## config.mk

```make
export PLATFORM = sky130hd
export DESIGN_NAME = audclk_gen
export DESIGN_NICKNAME = d
export VERILOG_FILES = /design/src/rtl/audclk_pkg.sv /design/src/rtl/audclk_edge_pick.sv /design/src/rtl/audclk_cfg_shadow.sv /design/src/rtl/audclk_bit_div.sv /design/src/rtl/audclk_ws_div.sv /design/src/rtl/audclk_gen.sv
export SDC_FILE = /design/constraint.sdc
export NUM_CORES = 1
export LEC_CHECK = 0
export CAP_MARGIN = 25
export CORE_ASPECT_RATIO = 1.25
export CORE_MARGIN = 5
export CORE_UTILIZATION = 47
export DETAILED_ROUTE_END_ITERATION = 16
export GPL_ROUTABILITY_DRIVEN = 0
export PLACE_DENSITY = 0.7
export SYNTH_ARGS = -nofsm -noshare
export SYNTH_HDL_FRONTEND = slang
export SYNTH_SLANG_ARGS = --single-unit
```

## constraint.sdc

```tcl
create_clock -name clk -period 4.9 [get_ports clk]
set_input_delay 0.735 -clock clk [delete_from_list [all_inputs] [get_ports clk]]
set_output_delay 0.735 -clock clk [all_outputs]
set_load 0.03 [all_outputs]
```

## src/rtl/audclk_pkg.sv

```systemverilog
package audclk_pkg;

   typedef enum logic {
      EDGE_FALL = 1'b0,
      EDGE_RISE = 1'b1
   } edge_pol_e;

   localparam int PH_BCLK = 0;
   localparam int PH_WS   = 1;

   function automatic logic edge_hit(input logic cur, input logic prev, input edge_pol_e pol);
      if (pol == EDGE_RISE) return cur & ~prev;
      return ~cur & prev;
   endfunction

endpackage

```

## src/rtl/audclk_edge_pick.sv

```systemverilog
module audclk_edge_pick #(
   parameter int SYNC_STAGES = 2
) (
   input  logic                  clk,
   input  logic                  sig_i,
   input  audclk_pkg::edge_pol_e pol_i,
   output logic                  tick_o
);
   logic cur_w;
   logic prev_q;

   generate
      if (SYNC_STAGES == 0) begin : g_direct
         assign cur_w = sig_i;
      end else if (SYNC_STAGES == 1) begin : g_one
         logic s_q;
         always_ff @(posedge clk) s_q <= sig_i;
         assign cur_w = s_q;
      end else begin : g_chain
         logic [SYNC_STAGES-1:0] chain_q;
         always_ff @(posedge clk) chain_q <= {chain_q[SYNC_STAGES-2:0], sig_i};
         assign cur_w = chain_q[SYNC_STAGES-1];
      end
   endgenerate

   always_ff @(posedge clk) prev_q <= cur_w;

   assign tick_o = audclk_pkg::edge_hit(cur_w, prev_q, pol_i);
endmodule

```

## src/rtl/audclk_cfg_shadow.sv

```systemverilog
module audclk_cfg_shadow #(
   parameter int DIV_W = 8
) (
   input  logic                  clk,
   input  logic                  rst,
   input  logic                  commit_i,
   input  logic [DIV_W-1:0]      sdiv_i,
   input  logic [DIV_W-1:0]      lrdiv_i,
   input  logic [1:0]            phase_i,
   output logic [DIV_W-1:0]      sdiv_o,
   output logic [DIV_W-1:0]      lrdiv_o,
   output audclk_pkg::edge_pol_e bpol_o,
   output audclk_pkg::edge_pol_e wpol_o
);
   localparam logic [DIV_W-1:0] LR_MIN = DIV_W'(1);

   logic [DIV_W-1:0] sdiv_q;
   logic [DIV_W-1:0] lrdiv_q;
   logic [1:0]       phase_q;
   logic [DIV_W-1:0] lrdiv_fix;

   assign lrdiv_fix = (lrdiv_i == '0) ? LR_MIN : lrdiv_i;

   always_ff @(posedge clk) begin
      if (rst || commit_i) begin
         sdiv_q  <= sdiv_i;
         lrdiv_q <= lrdiv_fix;
         phase_q <= phase_i;
      end
   end

   assign sdiv_o  = sdiv_q;
   assign lrdiv_o = lrdiv_q;
   assign bpol_o  = audclk_pkg::edge_pol_e'(phase_q[audclk_pkg::PH_BCLK]);
   assign wpol_o  = audclk_pkg::edge_pol_e'(phase_q[audclk_pkg::PH_WS]);
endmodule

```

## src/rtl/audclk_bit_div.sv

```systemverilog
module audclk_bit_div #(
   parameter int DIV_W = 8
) (
   input  logic             clk,
   input  logic             rst,
   input  logic             tick_i,
   input  logic [DIV_W-1:0] limit_i,
   output logic             bclk_o,
   output logic             toggle_o
);
   logic [DIV_W-1:0] cnt_q;
   logic             lvl_q;

   assign toggle_o = tick_i && (cnt_q >= limit_i);

   always_ff @(posedge clk) begin
      if (rst) begin
         cnt_q <= '0;
         lvl_q <= 1'b0;
      end else if (tick_i) begin
         if (toggle_o) begin
            cnt_q <= '0;
            lvl_q <= ~lvl_q;
         end else begin
            cnt_q <= cnt_q + DIV_W'(1);
         end
      end
   end

   assign bclk_o = lvl_q;
endmodule

```

## src/rtl/audclk_ws_div.sv

```systemverilog
module audclk_ws_div #(
   parameter int DIV_W = 8
) (
   input  logic             clk,
   input  logic             rst,
   input  logic             tick_i,
   input  logic [DIV_W-1:0] limit_i,
   output logic             ws_o,
   output logic             toggle_o,
   output logic [DIV_W-1:0] cnt_o
);
   localparam int XW = DIV_W + 1;

   logic [DIV_W-1:0] cnt_q;
   logic             lvl_q;
   logic [XW-1:0]    cnt_next;

   assign cnt_next = XW'(cnt_q) + XW'(1);
   assign toggle_o = tick_i && (cnt_next >= XW'(limit_i));

   always_ff @(posedge clk) begin
      if (rst) begin
         cnt_q <= '0;
         lvl_q <= 1'b0;
      end else if (tick_i) begin
         if (toggle_o) begin
            cnt_q <= '0;
            lvl_q <= ~lvl_q;
         end else begin
            cnt_q <= cnt_next[DIV_W-1:0];
         end
      end
   end

   assign ws_o  = lvl_q;
   assign cnt_o = cnt_q;
endmodule

```

## src/rtl/audclk_gen.sv

```systemverilog
module audclk_gen #(
   parameter int DIV_W       = 8,
   parameter int SYNC_STAGES = 2
) (
   input  logic             clk,
   input  logic             rst,
   input  logic             mclk_in,
   input  logic [DIV_W-1:0] sdiv_in,
   input  logic [DIV_W-1:0] lrdiv_in,
   input  logic [1:0]       phase_in,
   output logic             bclk_o,
   output logic             ws_o
);
   generate
      if (DIV_W < 2 || DIV_W > 16) begin : g_bad_width
         $error("audclk_gen: DIV_W must lie in 2..16");
      end
      if (SYNC_STAGES < 0 || SYNC_STAGES > 4) begin : g_bad_sync
         $error("audclk_gen: SYNC_STAGES must lie in 0..4");
      end
   endgenerate

   logic                  mclk_tick;
   logic                  bclk_toggle;
   logic                  ws_tick;
   logic                  ws_toggle;
   logic [DIV_W-1:0]      sdiv_q;
   logic [DIV_W-1:0]      lrdiv_q;
   logic [DIV_W-1:0]      ws_cnt;
   audclk_pkg::edge_pol_e bpol;
   audclk_pkg::edge_pol_e wpol;

   audclk_cfg_shadow #(.DIV_W(DIV_W)) shadow_i (
      .clk     (clk),
      .rst     (rst),
      .commit_i(ws_toggle),
      .sdiv_i  (sdiv_in),
      .lrdiv_i (lrdiv_in),
      .phase_i (phase_in),
      .sdiv_o  (sdiv_q),
      .lrdiv_o (lrdiv_q),
      .bpol_o  (bpol),
      .wpol_o  (wpol)
   );

   audclk_edge_pick #(.SYNC_STAGES(SYNC_STAGES)) mpick_i (
      .clk   (clk),
      .sig_i (mclk_in),
      .pol_i (bpol),
      .tick_o(mclk_tick)
   );

   audclk_bit_div #(.DIV_W(DIV_W)) bdiv_i (
      .clk     (clk),
      .rst     (rst),
      .tick_i  (mclk_tick),
      .limit_i (sdiv_q),
      .bclk_o  (bclk_o),
      .toggle_o(bclk_toggle)
   );

   // the bit clock level after a toggle is ~bclk_o; count it when that matches
   assign ws_tick = bclk_toggle && ((~bclk_o) == logic'(wpol));

   audclk_ws_div #(.DIV_W(DIV_W)) wdiv_i (
      .clk     (clk),
      .rst     (rst),
      .tick_i  (ws_tick),
      .limit_i (lrdiv_q),
      .ws_o    (ws_o),
      .toggle_o(ws_toggle),
      .cnt_o   (ws_cnt)
   );
endmodule

```

==> impl_metrics.ini <==
[run_status]
status = finished clean

[global_route]
track_usage_pct = 14.0
grt_pass1_vias = 1538
grt-ovfl-total = 0
grt_pass1_wl_um = 6580
grt_max_degree = 20
antenna_found_initial = 0

[synthesis]
ys_types = 42
yosys_warnings = 0
yosysSeqAreaShare_pct = 46.2
async_flop_share_pct = 0
syn_inst = 205
syn_area_per_cell_um2 = 10.1
synth_edf_count = 18
synth_ff_type = dfxtp_1
syn_area_um2 = 2080
synth_nets = 244
synth-seq-cells = 39

[worst_setup_path]
r2r-start = wdiv_i.cnt_o[0]$_SDFFE_PP0P_
cp.arrival_ps = 3010
critical_path_class = reg -> reg
crit_required_ps = 4890
cp-startpoint = wdiv_i.cnt_o[0]$_SDFFE_PP0P_
start_kind = flop
worstPathMaxFanout = 18
end_kind = flop

[detailed_routing]
avgRoutedWirePerCell_um = 13.2
wirelength_um = 3710
drt_iter0_drc = 53
ant_nets = 0
vias = 1505
viasPerCell = 5.36
drc = 0
drtPass1Iterations = 4

[final_layout]
n_antenna_cell = 0
fin_cells = 281
final_common_cell = clkdlybuf4s50_1
nets = 261
nFillCells = 365
synthToLayoutAreaGrowth_pct = 17.9
multi_input_area_um2 = 998
final_cell_mix = clkdlybuf4s50_1 (22), nand2_1 (21), dfxtp_1 (21)
drive_above_1_share_pct = 8.52
seqCellArea_um2 = 961

[sta]
setup-tns-final_ps = 0
fmax_ghz = 0.331
timing.final.ws_setup_ps = 1880
drv_slew = 0
hold_violations = 0
period_needed_ps = 3020
skew_ps = 7.95
max-slew-margin-rel_pct = 59.6
fin_crit_sh_pct = 61.7
setup_viol = 0
rsz0062_at_grt = false
tightest_slew_ps = 606

[placement]
dpl.hpwl_um = 2790
dpl_worst_slack_ps = 1880
dp_cells = 273
io_buffers = 22

[floorplan]
io_pins = 23
fp.dieH_um = 84.4
fp.coreArea_um2 = 4360
rows = 27
fp.dieArea_um2 = 5870
fp.dieW_um = 69.5
start_util_pct = 47.7

[cts]
numClockSinks = 39
insertion_delay_ps = 290
cts_tree = done
cts_root_buf = clkbuf_8
cts-resized-gates = 0
ctsHtreeMaxLevel = 2
post-cts-setup-buffer-count = 0
cts_made_buffers = 5
cts.clk_slew.worst_paths_ps = 70
clock_path_buffers = 2
holdBufCountCts = 0

[worst_hold_path]
hold_path.startpoint = mpick_i.g_chain.chain_q[0]$_DFF_P_
min_path_type = reg -> reg

[power_and_ir_drop]
intPower_uw = 593
p_switching_uw = 147
p_leak_nw = 0.989
seq_power_share_pct = 49.4
pwr-share-comb_pct = 8.6
irDropWorstVdd_uv = 304
clkPwrFrac_pct = 41.9
powerDensity_nw_per_um2 = 301
p_sw_share_pct = 19.8

[job]
maxCapViolations = 0
## sequential cells by signal, indices dropped and copies added, names as in the netlist
name / cells
mpick_i.prev_q: 1
shadow_i.phase_q: 2
shadow_i.lrdiv_o: 8
wdiv_i.cnt_o: 8
bdiv_i.bclk_o: 1
wdiv_i.ws_o: 1
shadow_i.sdiv_o: 8
bdiv_i.cnt_q: 8
mpick_i.g_chain.chain_q: 2
## cell type report
type	count	area share (%)
repair buffers	22	8.98
multi-input cells	136	40.7
clock buffers	6	2.96
clock inverters	2	2.45
flip-flops and latches	39	39.2
inverters	18	2.76
well taps	58	2.96
## through the flow
stage	util [%]	hold WS, ps	instance area [um^2]	total power [mW]
final	56.3	329	2450	0.739
after global routing	56.3	352	2450	0.779
after CTS	56.3	333	2450	0.753
after detailed placement	53.2	314	2320	0.437
after global placement	53.2	312	2320	0.436
after floorplan	-	310	2080	0.412
## routing by layer
metal / GRT usage, % / vias to the layer above / wire [um]
met4: 6.04 / 0 / 72
li1: - / 768 / -
met5: 0 / - / 0
met1: 14.1 / 709 / 1500
met3: 3.95 / 6 / 150
met2: 26.6 / 22 / 1990
## power groups by stage
stage / logic (mW) / registers, mW / clock network [mW]
2_1_floorplan: 0.0409 / 0.371 / 0
3_3_place_gp: 0.0631 / 0.373 / 0
3_5_place_dp: 0.0646 / 0.373 / 0
4_1_cts: 0.0648 / 0.365 / 0.323
5_1_grt: 0.0735 / 0.367 / 0.338
6_report: 0.0639 / 0.365 / 0.310
## final timing paths
check	to	slack, ps	cells past startpoint
max	shadow_i.sdiv_o[7]$_DFFE_PP_	1880	10
min	mpick_i.g_chain.chain_q[1]$_DFF_P_	330	0
max reg2reg	shadow_i.sdiv_o[7]$_DFFE_PP_	1880	10
min reg2reg	mpick_i.g_chain.chain_q[1]$_DFF_P_	330	0
## cells in the mapped netlist (all sizes together) (3+ instances only)
cell type / number / area (um^2)
nand4: 3 / 18.8
o211ai: 8 / 60.1
clkbuf: 10 / 37.5
o221ai: 4 / 35.0
nand2: 21 / 78.8
dfxtp: 21 / 420
nand3: 6 / 35.0
nor4b: 4 / 35.0
nand2b: 3 / 18.8
o21ai: 11 / 55.1
or3: 3 / 18.8
ha: 18 / 225
inv: 18 / 67.6
or2: 5 / 33.8
nor2: 9 / 33.8
edfxtp: 18 / 541
nor2b: 4 / 25.0
a21oi: 6 / 33.8
a21o: 3 / 22.5
xnor2: 7 / 61.3
## logic make-up (layout without fill, tap and decap cells)
group | count (synthesis) | in the layout | synth area share, %
muxes | 1 | 1 | 0.721
adders and majority gates | 18 | 18 | 10.8
AOI/OAI and AO/OA | 40 | 40 | 14.1
xor gates and xnor gates | 7 | 7 | 2.95
DFF | 39 | 39 | 46.2
buffers and inverters | 30 | 48 | 5.83
and+or+nand+nor | 70 | 70 | 19.4
## critical path, cell delays in order (launching register included)
cell and delay, ps:
dfxtp_1 420, ha_1 250, nand2_1 70, or2_4 250, xnor2_1 130, ha_1 290
and3_1 190, a221oi_1 290, o21a_2 260, a211oi_2 100, or2_2 480
Note: power is estimated with default switching activity, not from simulation.
